<file path="config.mk">
export PLATFORM = sky130hd
export DESIGN_NAME = irq_ctrl32
export DESIGN_NICKNAME = d
export VERILOG_FILES = /design/src/rtl/irqc_pkg.sv /design/src/rtl/irqc_status.sv /design/src/rtl/irqc_vector.sv /design/src/rtl/irq_ctrl32.sv
export SDC_FILE = /design/constraint.sdc
export NUM_CORES = 1
export LEC_CHECK = 0
export BUFFER_PORTS_ARGS = -buffer_cell sky130_fd_sc_hd__buf_2
export CORE_ASPECT_RATIO = 0.9
export CORE_MARGIN = 2
export CORE_UTILIZATION = 55
export CTS_CLUSTER_SIZE = 30
export DETAILED_ROUTE_END_ITERATION = 8
export GPL_ROUTABILITY_DRIVEN = 0
export PLACE_DENSITY = 0.77
export SLEW_MARGIN = 20
export SYNTH_ARGS = -nofsm -noshare
export SYNTH_HDL_FRONTEND = slang
export SYNTH_HIERARCHICAL = 1
export SYNTH_SLANG_ARGS = --single-unit
export TNS_END_PERCENT = 5
</file>
<file path="constraint.sdc">
create_clock -name clk -period 12.1 [get_ports clk]
set_clock_uncertainty 0.2 [all_clocks]
set_input_delay 0.605 -clock clk [delete_from_list [all_inputs] [get_ports clk]]
set_output_delay 0.605 -clock clk [all_outputs]
set_load 0.01 [all_outputs]
</file>
<file path="src/rtl/irqc_pkg.sv">
`timescale 1ns/1ps
// irqc_pkg: shared constants for the interrupt controller.
// Assumes a word-addressed register port with nine consecutive registers.
package irqc_pkg;
    localparam int OFS_W    = 4;
    localparam int NUM_REGS = 9;

    localparam logic [OFS_W-1:0] OFS_STAT_CLR = 4'd0;
    localparam logic [OFS_W-1:0] OFS_STAT_SET = 4'd1;
    localparam logic [OFS_W-1:0] OFS_ENABLE   = 4'd2;
    localparam logic [OFS_W-1:0] OFS_CRIT     = 4'd3;
    localparam logic [OFS_W-1:0] OFS_POLAR    = 4'd4;
    localparam logic [OFS_W-1:0] OFS_TRIG     = 4'd5;
    localparam logic [OFS_W-1:0] OFS_MASKED   = 4'd6;
    localparam logic [OFS_W-1:0] OFS_VECTOR   = 4'd7;
    localparam logic [OFS_W-1:0] OFS_VCFG     = 4'd8;
endpackage

</file>
<file path="src/rtl/irqc_status.sv">
`timescale 1ns/1ps
// irqc_status: per-bit status latch for edge- and level-sensitive sources.
// Assumes src_i is already in status-bit order. Register writes apply first,
// then the input event of the same cycle. Exposes the next-state value so the
// parent can register outputs with one cycle of latency.
module irqc_status #(
    parameter int W = 32
) (
    input  logic         clk,
    input  logic         rst_n,
    input  logic [W-1:0] src_i,
    input  logic [W-1:0] trig_i,
    input  logic         clr_we_i,
    input  logic         set_we_i,
    input  logic [W-1:0] wdata_i,
    output logic [W-1:0] st_nxt_o,
    output logic [W-1:0] st_q_o
);
    logic [W-1:0] st_q, lvl_q, prev_q;
    logic [W-1:0] lvl_nxt;

    genvar i;
    generate
        for (i = 0; i < W; i++) begin : g_bit
            logic s_b, l_b;
            // Next status and level memory for one source.
            always_comb begin
                s_b = st_q[i];
                l_b = lvl_q[i];
                if (clr_we_i) s_b = (s_b & ~wdata_i[i]) | l_b;
                if (set_we_i) s_b = s_b | wdata_i[i];
                if (trig_i[i]) begin
                    if (src_i[i] && !prev_q[i]) s_b = 1'b1;
                end else if (src_i[i] != prev_q[i]) begin
                    s_b = src_i[i];
                    l_b = src_i[i];
                end
            end
            assign st_nxt_o[i] = s_b;
            assign lvl_nxt[i]  = l_b;
        end
    endgenerate

    // State registers: status, level memory and previous input sample.
    always_ff @(posedge clk) begin
        if (!rst_n) begin
            st_q   <= '0;
            lvl_q  <= '0;
            prev_q <= '0;
        end else begin
            st_q   <= st_nxt_o;
            lvl_q  <= lvl_nxt;
            prev_q <= src_i;
        end
    end

    assign st_q_o = st_q;

    // a set level-memory bit always keeps its status bit set.
    p_level_hold_r4: assert property (@(posedge clk) disable iff (!rst_n)
        (lvl_q & ~st_q) == '0);

    // an edge source held high without a write keeps its status bit.
    p_edge_once_r3: assert property (@(posedge clk) disable iff (!rst_n)
        (!clr_we_i && !set_we_i) |=>
        ((st_q ^ $past(st_q)) & $past(trig_i & src_i & prev_q)) == '0);
endmodule

</file>
<file path="src/rtl/irqc_vector.sv">
`timescale 1ns/1ps
// irqc_vector: finds the first pending critical source in the selected scan
// direction and forms base + position * 2**STRIDE_SH. Purely combinational.
// Gives zero when nothing is pending.
module irqc_vector #(
    parameter int W         = 32,
    parameter int STRIDE_SH = 9
) (
    input  logic [W-1:0] pend_i,
    input  logic [W-3:0] base_i,
    input  logic         dir_i,
    output logic [W-1:0] vec_o
);
    localparam int POS_W = $clog2(W);

    logic [W-1:0]     scan;
    logic [POS_W-1:0] pos;
    logic             found;

    genvar k;
    generate
        for (k = 0; k < W; k++) begin : g_scan
            assign scan[k] = dir_i ? pend_i[W-1-k] : pend_i[k];
        end
    endgenerate

    // Lowest set bit of the scan-ordered vector gives the priority position.
    always_comb begin
        found = 1'b0;
        pos   = '0;
        for (int j = W - 1; j >= 0; j--) begin
            if (scan[j]) begin
                found = 1'b1;
                pos   = POS_W'(j);
            end
        end
    end

    // Vector address from base and position.
    always_comb begin
        if (found) vec_o = {base_i, 2'b00} + (W'(pos) << STRIDE_SH);
        else       vec_o = '0;
    end
endmodule

</file>
<file path="src/rtl/irq_ctrl32.sv">
`timescale 1ns/1ps
// irq_ctrl32: interrupt controller top. Decodes the register window, keeps
// the mask and mode registers, and registers the two request outputs and the
// critical vector from next-state values, giving one clock of latency.
// Assumes DATA_W sources (one per status bit) and single-cycle register
// writes. Read data is combinational.
module irq_ctrl32 #(
    parameter int DATA_W    = 32,
    parameter int ADDR_W    = 10,
    parameter int BASE_ADDR = 'h0C0,
    parameter bit VEC_EN    = 1'b1,
    parameter int STRIDE_SH = 9
) (
    input  logic              clk,
    input  logic              rst_n,
    input  logic [DATA_W-1:0] irq_src_i,
    input  logic              reg_sel_i,
    input  logic              reg_we_i,
    input  logic [ADDR_W-1:0] reg_addr_i,
    input  logic [DATA_W-1:0] reg_wdata_i,
    output logic [DATA_W-1:0] reg_rdata_o,
    output logic              irq_norm_o,
    output logic              irq_crit_o
);
    import irqc_pkg::*;

    localparam int NUM_SRC = DATA_W;

    logic [ADDR_W-1:0] rel;
    logic [OFS_W-1:0]  ofs;
    logic              hit, wr;
    logic [NUM_SRC-1:0] src_map;
    logic [DATA_W-1:0] en_q, crit_q, pol_q, trig_q, vcfg_q, vec_q;
    logic [DATA_W-1:0] en_nxt, crit_nxt;
    logic [DATA_W-1:0] st_q, st_nxt;
    logic              norm_q, critr_q;

    // Window decode relative to the base address.
    assign rel = reg_addr_i - ADDR_W'(BASE_ADDR);
    assign hit = reg_sel_i && (reg_addr_i >= ADDR_W'(BASE_ADDR))
                 && (rel < ADDR_W'(NUM_REGS));
    assign ofs = rel[OFS_W-1:0];
    assign wr  = hit && reg_we_i;

    // Line n drives status bit NUM_SRC-1-n.
    genvar n;
    generate
        for (n = 0; n < NUM_SRC; n++) begin : g_map
            assign src_map[n] = irq_src_i[NUM_SRC-1-n];
        end
    endgenerate

    irqc_status #(.W(NUM_SRC)) u_status (
        .clk      (clk),
        .rst_n    (rst_n),
        .src_i    (src_map),
        .trig_i   (trig_q),
        .clr_we_i (wr && ofs == OFS_STAT_CLR),
        .set_we_i (wr && ofs == OFS_STAT_SET),
        .wdata_i  (reg_wdata_i),
        .st_nxt_o (st_nxt),
        .st_q_o   (st_q)
    );

    assign en_nxt   = (wr && ofs == OFS_ENABLE) ? reg_wdata_i : en_q;
    assign crit_nxt = (wr && ofs == OFS_CRIT)   ? reg_wdata_i : crit_q;

    // Mode and mask registers plus registered request outputs.
    always_ff @(posedge clk) begin
        if (!rst_n) begin
            en_q    <= '0;
            crit_q  <= '0;
            pol_q   <= '0;
            trig_q  <= '0;
            norm_q  <= 1'b0;
            critr_q <= 1'b0;
        end else begin
            en_q    <= en_nxt;
            crit_q  <= crit_nxt;
            if (wr && ofs == OFS_POLAR) pol_q  <= reg_wdata_i;
            if (wr && ofs == OFS_TRIG)  trig_q <= reg_wdata_i;
            norm_q  <= |(st_nxt & en_nxt & ~crit_nxt);
            critr_q <= |(st_nxt & en_nxt & crit_nxt);
        end
    end

    generate
        if (VEC_EN) begin : g_vec
            logic [DATA_W-1:0] vcfg_nxt, vec_nxt;
            assign vcfg_nxt = (wr && ofs == OFS_VCFG)
                              ? (reg_wdata_i & ~DATA_W'(2)) : vcfg_q;

            irqc_vector #(.W(DATA_W), .STRIDE_SH(STRIDE_SH)) u_vector (
                .pend_i (st_nxt & en_nxt & crit_nxt),
                .base_i (vcfg_nxt[DATA_W-1:2]),
                .dir_i  (vcfg_nxt[0]),
                .vec_o  (vec_nxt)
            );

            // Vector configuration and computed vector registers.
            always_ff @(posedge clk) begin
                if (!rst_n) begin
                    vcfg_q <= '0;
                    vec_q  <= '0;
                end else begin
                    vcfg_q <= vcfg_nxt;
                    vec_q  <= vec_nxt;
                end
            end

            // no critical request means a zero vector.
            p_vec_idle_zero_r9: assert property (@(posedge clk) disable iff (!rst_n)
                !irq_crit_o |-> vec_q == '0);
        end else begin : g_novec
            assign vcfg_q = '0;
            assign vec_q  = '0;
        end
    endgenerate

    // Read multiplexer over the register window.
    always_comb begin
        reg_rdata_o = '0;
        if (hit) begin
            case (ofs)
                OFS_STAT_CLR, OFS_STAT_SET: reg_rdata_o = st_q;
                OFS_ENABLE: reg_rdata_o = en_q;
                OFS_CRIT:   reg_rdata_o = crit_q;
                OFS_POLAR:  reg_rdata_o = pol_q;
                OFS_TRIG:   reg_rdata_o = trig_q;
                OFS_MASKED: reg_rdata_o = st_q & en_q;
                OFS_VECTOR: reg_rdata_o = vec_q;
                OFS_VCFG:   reg_rdata_o = vcfg_q;
                default:    reg_rdata_o = '0;
            endcase
        end
    end

    assign irq_norm_o = norm_q;
    assign irq_crit_o = critr_q;

    // outputs agree with the registered status, enable and select.
    p_norm_match_r5: assert property (@(posedge clk) disable iff (!rst_n)
        irq_norm_o == |(st_q & en_q & ~crit_q));
    p_crit_match_r5: assert property (@(posedge clk) disable iff (!rst_n)
        irq_crit_o == |(st_q & en_q & crit_q));
endmodule

</file>
### Word-level counts from Yosys, hierarchy flattened

Cells that the tools add are included.

* output and inout bits: 34
* register bits after elaboration: 289
* bits of input ports: 78

* bitwise gates (word level): 165
* mux-type cells: 261
* eq/ne operators: 40
* reductions and logical operators: 111
* $add $sub $neg: 2
* magnitude comparators: 2

Operators by type and width (count)
* one-hot mux 32 bit (8 select lines): 1
* 2-to-1 mux 1 bit: 224
* 2-to-1 mux 5 bit: 32
* AND 32 bit: 4
* 2-to-1 mux 32 bit: 4
* AND reduction 2 bit: 33
* NOT 1 bit: 64
* OR 1 bit: 64
* OR reduction 32 bit: 2
* logical AND 1 bit: 42
* adder 32 x 14 -> 32 bit: 1
* AND 1 bit: 32
* zero test 1 bit: 32
* != test 1 bit: 32
* NOT 32 bit: 1
* == test 4 x 3 -> 1 bit (second input constant): 4
* greater-or-equal comparator 10 x 8 -> 1 bit (second input constant): 1
* less-than comparator 10 x 4 -> 1 bit (second input constant): 1
* subtractor 10 x 8 -> 10 bit (second input constant): 1
* == test 4 x 2 -> 1 bit (second input constant): 2
* == test 4 x 1 -> 1 bit (second input constant): 1
* == test 4 bit (second input constant): 1
* zero test 4 bit: 1
* OR reduction 2 bit: 1

### Logic depth before layout (Yosys ltp)

Gate-level depths: netlist (run 1).

* depth in word-level cells: 46
* mapped depth: 28
* mapped depth without buffers: 23

### Cells and area by module

The synthesis (run 1) kept the hierarchy.

Modules (own cells, without submodules)
* irq_ctrl32: sequential area each 3863.7 um^2, instances 1, area each 9331.4 um^2, cells each 1109
* irqc_status: sequential area each 1921.8 um^2, instances 1, area each 5731.7 um^2, cells each 662
* irqc_vector: sequential area each 0.0 um^2, instances 1, area each 1656.6 um^2, cells each 254

### Least setup slack after synthesis (run 1)

No wires, ideal clock.

* path type: input port to flip-flop
* start point: in reg_addr_i[9]
* end point: reg vec_q[29]
* setup slack: 6.087 ns
* cell stages on the path: 22
* path buffers: 5
* library setup time: 0.115 ns
* arrival: 5.698 ns
* data required time: 11.785 ns
* cell sequence: or4b_1 > a2111oi_4 > and3_2 > clkbuf_1 > buf_1 > mux2_2 > buf_6 > buf_8 > or4_1 > o221ai_2 > o211ai_1 > a21oi_2 > ha_1 > inv_1 > fa_1 > nor2b_1 > o31a_1 > clkbuf_1 > o2111ai_1 > xor2_1 > nor2_1 > and2_1

RTL lines
* start, declared: RTL line irq_ctrl32.sv:19 `input logic [ADDR_W-1:0] reg_addr_i,`
* subtractor 10 x 8 -> 10 bit or greater-or-equal comparator 10 x 8 -> 1 bit (tied branches): RTL line irq_ctrl32.sv:39, irq_ctrl32.sv:40
* less-than comparator 10 x 4 -> 1 bit or logical AND 1 bit (tied branches): RTL line irq_ctrl32.sv:41, irq_ctrl32.sv:40
* logical AND 1 bit *: RTL line irq_ctrl32.sv:41 `&& (rel < ADDR_W'(NUM_REGS));`
* logical AND 1 bit *: RTL line irq_ctrl32.sv:43 `assign wr = hit && reg_we_i;`
* logical AND 1 bit *: RTL line irq_ctrl32.sv:90 `assign vcfg_nxt = (wr && ofs == OFS_VCFG)`
* 2-to-1 mux 32 bit *: RTL line irq_ctrl32.sv:91 `? (reg_wdata_i & ~DATA_W'(2)) : vcfg_q;`
* via g_vec.vcfg_nxt[0]: RTL line irq_ctrl32.sv:89 `logic [DATA_W-1:0] vcfg_nxt, vec_nxt;`
* 2-to-1 mux 1 bit: RTL line irqc_vector.sv:23 `assign scan[k] = dir_i ? pend_i[W-1-k] : pend_i[k];`
* 2-to-1 mux 5 bit or 2-to-1 mux 1 bit (tied branches) (32 in series): RTL line irqc_vector.sv:32 `if (scan[j]) begin`
* adder 32 x 14 -> 32 bit or AND reduction 2 bit (tied branches)
* end signal, assigned: RTL line irq_ctrl32.sv:107 `vec_q <= vec_nxt;`
* end, declared: RTL line irq_ctrl32.sv:33 `logic [DATA_W-1:0] en_q, crit_q, pol_q, trig_q, vcfg_q, vec_q;`

The timed path passes the listed nets; every way through them passes the cells marked *.
A chain may end at the register's enable or synchronous reset.

### Worst setup path in the final report (run 1)

* start point: in reg_addr_i[9]
* end point: reg vec_q[30]

RTL lines
* subtractor 10 x 8 -> 10 bit or greater-or-equal comparator 10 x 8 -> 1 bit (tied branches): RTL line irq_ctrl32.sv:39, irq_ctrl32.sv:40
* less-than comparator 10 x 4 -> 1 bit or logical AND 1 bit (tied branches): RTL line irq_ctrl32.sv:41, irq_ctrl32.sv:40
* logical AND 1 bit *: RTL line irq_ctrl32.sv:41
* logical AND 1 bit *: RTL line irq_ctrl32.sv:43
* logical AND 1 bit: RTL line irq_ctrl32.sv:58 `.clr_we_i (wr && ofs == OFS_STAT_CLR),`
* 2-to-1 mux 1 bit: RTL line irqc_status.sv:30 `if (clr_we_i) s_b = (s_b & ~wdata_i[i]) | l_b;`
* OR 1 bit: RTL line irqc_status.sv:31 `if (set_we_i) s_b = s_b | wdata_i[i];`
* 2-to-1 mux 1 bit *: RTL line irqc_status.sv:31
* 2-to-1 mux 1 bit (on tied branches): RTL line irqc_status.sv:34, irqc_status.sv:33
* 2-to-1 mux 1 bit *: RTL line irqc_status.sv:32 `if (trig_i[i]) begin`
* via st_nxt[24]: RTL line irq_ctrl32.sv:35 `logic [DATA_W-1:0] st_q, st_nxt;`
* AND 32 bit * (2 in series): RTL line irq_ctrl32.sv:94 `.pend_i (st_nxt & en_nxt & crit_nxt),`
* 2-to-1 mux 1 bit: RTL line irqc_vector.sv:23
* 2-to-1 mux 5 bit or 2-to-1 mux 1 bit (tied branches) (25 in series): RTL line irqc_vector.sv:32
* adder 32 x 14 -> 32 bit or AND reduction 2 bit (tied branches)

Marks and branches as above.

==> results_dict.tcl, run 1 <==
set metrics [dict create \
    fin_nets 2142 \
    timing.rr.end "vec_q[30]" \
    finalSetupViolCount 0 \
    ys_types 78 \
    core-area_sq_um 29900 \
    root_buffer "clkbuf_16" \
    synth_top_area_frac 0.346 \
    placed_cell_area_sq_um 17100 \
    ys_ff_latch 289 \
    fin_crit_ns 7.27 \
    reg2reg_slack_ns 7.00 \
    vias 15600 \
    crit_path_max_incr_delay_ns 0.82 \
    ys.flop_type "dfxtp_1" \
    clk_path_buf_depth 3 \
    cp_num_buf_inv 2 \
    grt-busiest-layer "met2" \
    grt_pass1_wl_um 74400 \
    worst_slew_pin_slew_ns 1.08 \
    min_to "u_status/prev_q[12]" \
    layout_setup_ws_ns 4.83 \
    ant_nets 0 \
    synth_area_sq_um 16700 \
    reg2reg_depth 17 \
    ys_top_cells_by_count "dfxtp_1, nand2_1, nor2_1" \
    ys_warn_count 6 \
    area_delta_synth_final_pct 8.04 \
    detailed_place_hpwl_um 29400 \
    synth_xor_area_frac 0.00943 \
    cpMaxStageDelayCell "nor2_2" \
    hold_buffers 0 \
    power_frac_comb 0.084 \
    initial_core_util 0.560 \
    synth_area_leader_cell "dfxtp_1" \
    min_from "irq_src_i[19]" \
    synthSimpleGateAreaFrac 0.230 \
    final_cell_area_sq_um 18100 \
    worstSetupStartpointType "input port" \
    maxSlewHeadroom 0.282 \
    synth_top_family_by_area "compound AO/OA/AOI/OAI gates" \
    hold_slack_ns 0.0912 \
    post_cts_resized 0 \
    cellPowerDensity_nw_per_um2 115 \
    endpoint_kind "flip-flop" \
    run_status "complete, but fails checks" \
    rsz0062_at_grt "no" \
    num_rows 60 \
    clkTransAtPathRegs_ns 0.06 \
    cap_violations 0 \
    rr_startpoint "u_status/prev_q[25]" \
    swShare 0.241 \
    clkPwrFrac 0.439 \
    ys_top_cells_by_area "dfxtp_1, nand2_1, a21boi_0" \
    cp_data_arrival_time_ns 7.53 \
    drc 11 \
    peakVddDrop_uv 114 \
    muxShareOfSynthArea 0.0413 \
    grt_max_degree 195 \
    ys_seq_area_frac 0.346 \
    syn_avg_cell_area_sq_um 8.26 \
    power.internal_mw 1.57 \
    power.leakage_nw 6.68 \
    worstPathRequired_ns 12.36 \
    drt-initial-drc-count 1852 \
    crit_fanout 17 \
    max_freq_ghz 0.138 \
    cpMostUsedCell "nor2_1" \
    firstDrtPassIters 9 \
    setup_tns_ns 0 \
    antenna_found_initial 0 \
    slew_violations 0 \
    synth_compound_area_frac 0.282 \
    pin_count 112 \
    async_flop_share 0 \
    switching_power_mw 0.501 \
    num_antenna_cells 0 \
    hold_path.class "input port to flip-flop" \
    dieArea_sq_um 31800 \
    cts_buffers 30 \
    die_h_um 169 \
    fin_total_pwr_mw 2.07 \
    crit_chain "buf_2 > or4b_1 > a2111oi_4 > nand3_1 > nor2_2 > buf_4 > a22o_1 > nor3b_1 > o31ai_1 > o21ai_0 > nor2_1 > nor3_1 > o22ai_1 > nor4_2 > nor2b_1 > ha_1 > nor2_1 > nor3_1 > nand4_1 > xor2_1 > nor2_1 > and2_1" \
    critPathTopFamily "simple AND/OR/NAND/NOR gates" \
    viasPerCell 6.36 \
    h-tree-depth 1 \
    grtUsageMet1 0.376 \
    hold_violations 0 \
    yosysMostFrequentCell "dfxtp_1" \
    layout-drive-gt1-share 0.116 \
    tritoncts "built" \
    violations "design-rule violations" \
    synth-edff-count 0 \
    post-route-period-util 0.601 \
    dp_slack_ns 4.50 \
    io_buffers 111 \
    syn_inst 2025 \
    grt_pass1_vias 14500 \
    drt-total-wl_um 46300 \
    die_w_um 188 \
    sequentialPowerShare 0.476 \
    hold_depth 2 \
    grt_use_total 0.280 \
    synth-adder-area-share 0.0289 \
    met2_usage 0.471 \
    crit_type "input port to flip-flop" \
    grt-ovfl-total 0 \
    use_met3 0.0380 \
    worstSkewPairLatency_ns 0.56 \
    cts.sinks 289 \
    cts_setup_buffers 0 \
    post_drt_wl_per_cell_um 18.9 \
]
routing by layer:
layer / share of wire / up-vias
met3: 0.080 / 90
met4: 0.021 / 0
met1: 0.44 / 7446
li1: - / 7348
met5: 0 / -
met2: 0.46 / 683
cell families (layout without fill, tap and decap cells):
family,Yosys count,after routing
simple gates,782,782
mux,65,65
compound gates,626,626
buf+inv,206,226
flops,289,289
fa+ha+maj,38,38
xor+xnor,18,18
other cells,1,2
layout make-up:
type | count | area, sq um
fill | 2654 | 11800
timing repair buffer | 128 | 692
clock buffer | 44 | 895
sequential | 289 | 5790
clock inverter | 8 | 68.8
inverter | 46 | 175
tap | 403 | 504
multi-input combinational | 1531 | 9940
power by group through the flow:
stage          clock, mW  combinational (mW)  sequential [mW]
3_5_place_dp           0               0.170             1.01
2_1_floorplan          0               0.133             1.01
4_1_cts            0.923               0.171            0.988
6_report           0.911               0.175            0.988
3_3_place_gp           0               0.164             1.01
5_1_grt            0.964               0.193            0.990
metrics by stage:
| step | utilization | std cells |
|---|---|---|
| floorplan | - | 2026 |
| global placement | 0.572 | 2397 |
| detailed placement | 0.572 | 2397 |
| CTS | 0.605 | 2449 |
| global route | 0.605 | 2449 |
| finish | 0.605 | 2449 |
registers in the layout (all words and copies together), names as in the netlist:
name / cells
irq_norm_o: 1
irq_crit_o: 1
u_status/prev_q: 32
pol_q: 32
trig_q: 32
vcfg_q: 31
u_status/st_q_o: 32
vec_q: 32
u_status/lvl_q: 32
en_q: 32
crit_q: 32
cells in the final DEF (no fill, tap or decap), drive strengths merged, types with 7 or more instances in the layout:
master and n:
a22o 32, and3 10, a222oi 63, ha 37, nand4 11, nor2 189, mux2 32, dfxtp 289
o21ai 75, xor2 17, a21oi 11, a21boi 159, nor4 12, nor3b 58, nand3 8, o311ai 31
clkinv 7, a31oi 32, a22oi 9, nor2b 48, o22ai 41, clkbuf 45, and2 97, mux2i 33
nand2 263, inv 46, o31ai 96, a21o 33, nand2b 37, buf 127, nor3 31
worst max-delay path by stage:
stage | start | end | slack [ns] | depth (start not counted)
3_5_place_dp | reg_addr_i[9] | vec_q[31] | 4.50 | 25
3_3_place_gp | reg_addr_i[9] | vec_q[29] | 4.70 | 25
4_1_cts | reg_addr_i[9] | vec_q[31] | 5.03 | 25
2_1_floorplan | reg_addr_i[9] | vec_q[29] | 6.09 | 22
6_report | reg_addr_i[9] | vec_q[30] | 4.83 | 22
5_1_grt | reg_addr_i[9] | vec_q[30] | 4.44 | 22
Note: power is estimated with default switching activity, not from simulation.
==> inputs of run 2 (changes only) <==
==> constraint.sdc (replaced) <==
create_clock -name clk -period 6.7 [get_ports clk]
set_clock_uncertainty 0.2 [all_clocks]
set_input_delay 0.335 -clock clk [delete_from_list [all_inputs] [get_ports clk]]
set_output_delay 0.335 -clock clk [all_outputs]
set_load 0.01 [all_outputs]
==> results_dict.tcl, run 2 (synthesis results as in run 1) <==
set metrics [dict create \
    die_h_um 169 \
    initial_core_util 0.560 \
    h-tree-depth 1 \
    layout-drive-gt1-share 0.117 \
    cp_data_arrival_time_ns 6.27 \
    final_common_cell "dfxtp_1" \
    worstSkewPairLatency_ns 0.57 \
    crit_fanout 64 \
    viasPerCell 6.34 \
    crit_path_max_incr_delay_ns 0.63 \
    cap_violations 0 \
    rsz0062_at_grt "no" \
    drc 0 \
    crit_type "input port to flip-flop" \
    post-route-period-util 0.897 \
    cts_buffers 30 \
    vias 16000 \
    hold_violations 0 \
    fin_crit_ns 6.01 \
    cellPowerDensity_nw_per_um2 209 \
    pin_count 112 \
    die_w_um 188 \
    fill_cells 2542 \
    grt-ovfl-total 0 \
    dieArea_sq_um 31800 \
    power.leakage_nw 7.04 \
    root_buffer "clkbuf_16" \
    endpoint_kind "flip-flop" \
    tritoncts "built" \
    grt_pass1_wl_um 77400 \
    io_buffers 111 \
    detailed_place_hpwl_um 30000 \
    slew_violations 0 \
    max_freq_ghz 0.166 \
    post_drt_wl_per_cell_um 19.1 \
    core-area_sq_um 29900 \
    run_status "complete, no violations" \
    grt_max_degree 208 \
    ant_nets 0 \
    clkTransAtPathRegs_ns 0.06 \
    worstSetupStartpointType "input port" \
    firstDrtPassIters 7 \
    worstPathRequired_ns 6.96 \
    finalSetupViolCount 0 \
    area_delta_synth_final_pct 13.4 \
    antenna_found_initial 0 \
    peakVddDrop_uv 214 \
    cts.sinks 289 \
    maxSlewHeadroom 0.317 \
    crit_chain "buf_2 > or4b_1 > a2111oi_4 > nand3_1 > nor2_4 > buf_12 > a22o_1 > nor3b_1 > o31ai_1 > o21ai_0 > nor2_1 > nor3b_1 > o22ai_1 > inv_1 > a221oi_1 > o21ba_1 > ha_1 > o21ai_0 > o21ai_1 > nand4_1 > xor2_1 > nor2_1 > and2_1" \
    cts_setup_buffers 0 \
    grt_use_total 0.292 \
    drt-total-wl_um 48100 \
    finish.utilization 0.635 \
    worst_slew_pin_slew_ns 1.02 \
    grt_pass1_vias 15200 \
    drt-initial-drc-count 1873 \
    setup_tns_ns 0 \
    num_antenna_cells 0 \
    clk_path_buf_depth 3 \
    hold_slack_ns 0.0374 \
    cpMaxStageDelayCell "o21ai_1" \
    fin_nets 2214 \
    hold_path.class "input port to flip-flop" \
    layout_common_cells "dfxtp_1, nand2_1, nor2_1" \
    num_rows 60 \
]
==> run 2: changes by cell type in the layout (fill, tap and decap cells not counted), sizes merged <==
cell,previous run,this run
dlygate4sd3,0,64
buf,127,135
clkinv,7,2
bufinv,1,5
clkinvlp,0,3
==> run 2: layout make-up <==
type / instances / area [sq um] / area share
inverter: 46 / 175 / 0.00924
tap: 403 / 504 / 0.0266
clock buffer: 44 / 895 / 0.0472
timing repair buffer: 200 / 1480 / 0.0778
sequential: 289 / 5790 / 0.305
multi-input combinational: 1531 / 9940 / 0.524
clock inverter: 10 / 183 / 0.00963
==> run 2: layer usage <==
metal / wire length, um / part of all wire / GRT usage / vias up
li1: - / - / - / 7515
met1: 20900 / 0.43 / 0.392 / 7609
met2: 22000 / 0.46 / 0.483 / 752
met3: 3920 / 0.082 / 0.0449 / 114
met4: 1320 / 0.027 / 0.0959 / 0
met5: 0 / 0 / 0 / -
==> run 2: power by group <==
| group | switching (mW) | total, mW | internal, mW |
|---|---|---|---|
| Clock | 0.721 | 1.83 | 1.11 |
| Sequential | 0.0218 | 1.78 | 1.76 |
| Combinational | 0.198 | 0.348 | 0.150 |
| Total | 0.941 | 3.96 | 3.02 |
==> run 2: stage by stage <==
step                power, mW  std cells  worst slack, ns  area [sq um]
global placement         2.12       2404            0.585         17200
floorplan                2.06       2026            0.957         16700
global route             4.09       2523            0.384         19000
finish                   3.96       2523            0.691         19000
CTS                      3.97       2522            0.919         18900
detailed placement       2.13       2404            0.374         17200
==> run 2: final timing paths <==
check / start / endpoint / slack, ns / cells after the start
setup / recovery: reg_addr_i[9] / vec_q[28] / 0.69 / 23
hold / removal: rst_n / trig_q[25] / 0.04 / 2
setup reg to reg: u_status/prev_q[17] / vec_q[28] / 1.71 / 18
hold reg to reg: pol_q[28] / pol_q[28] / 0.26 / 2
==> run 2: critical path: cells and delay by family <==
family | cells | cell delay, ns
AOI/OAI and AO/OA | 9 | 2.83
and+or+nand+nor | 9 | 2.09
adders and majority gates | 1 | 0.25
xor gates and xnor gates | 1 | 0.19
buffers and inverters | 3 | 0.53
==> run 2: what timing repair did <==
| action | 4_1_cts | 5_1_grt |
|---|---|---|
| endpoints found under the hold margin | 198 | 0 |
| gates resized for setup | 0 | 0 |
| hold buffers | 64 | 0 |
| setup endpoints to repair | 0 | 0 |
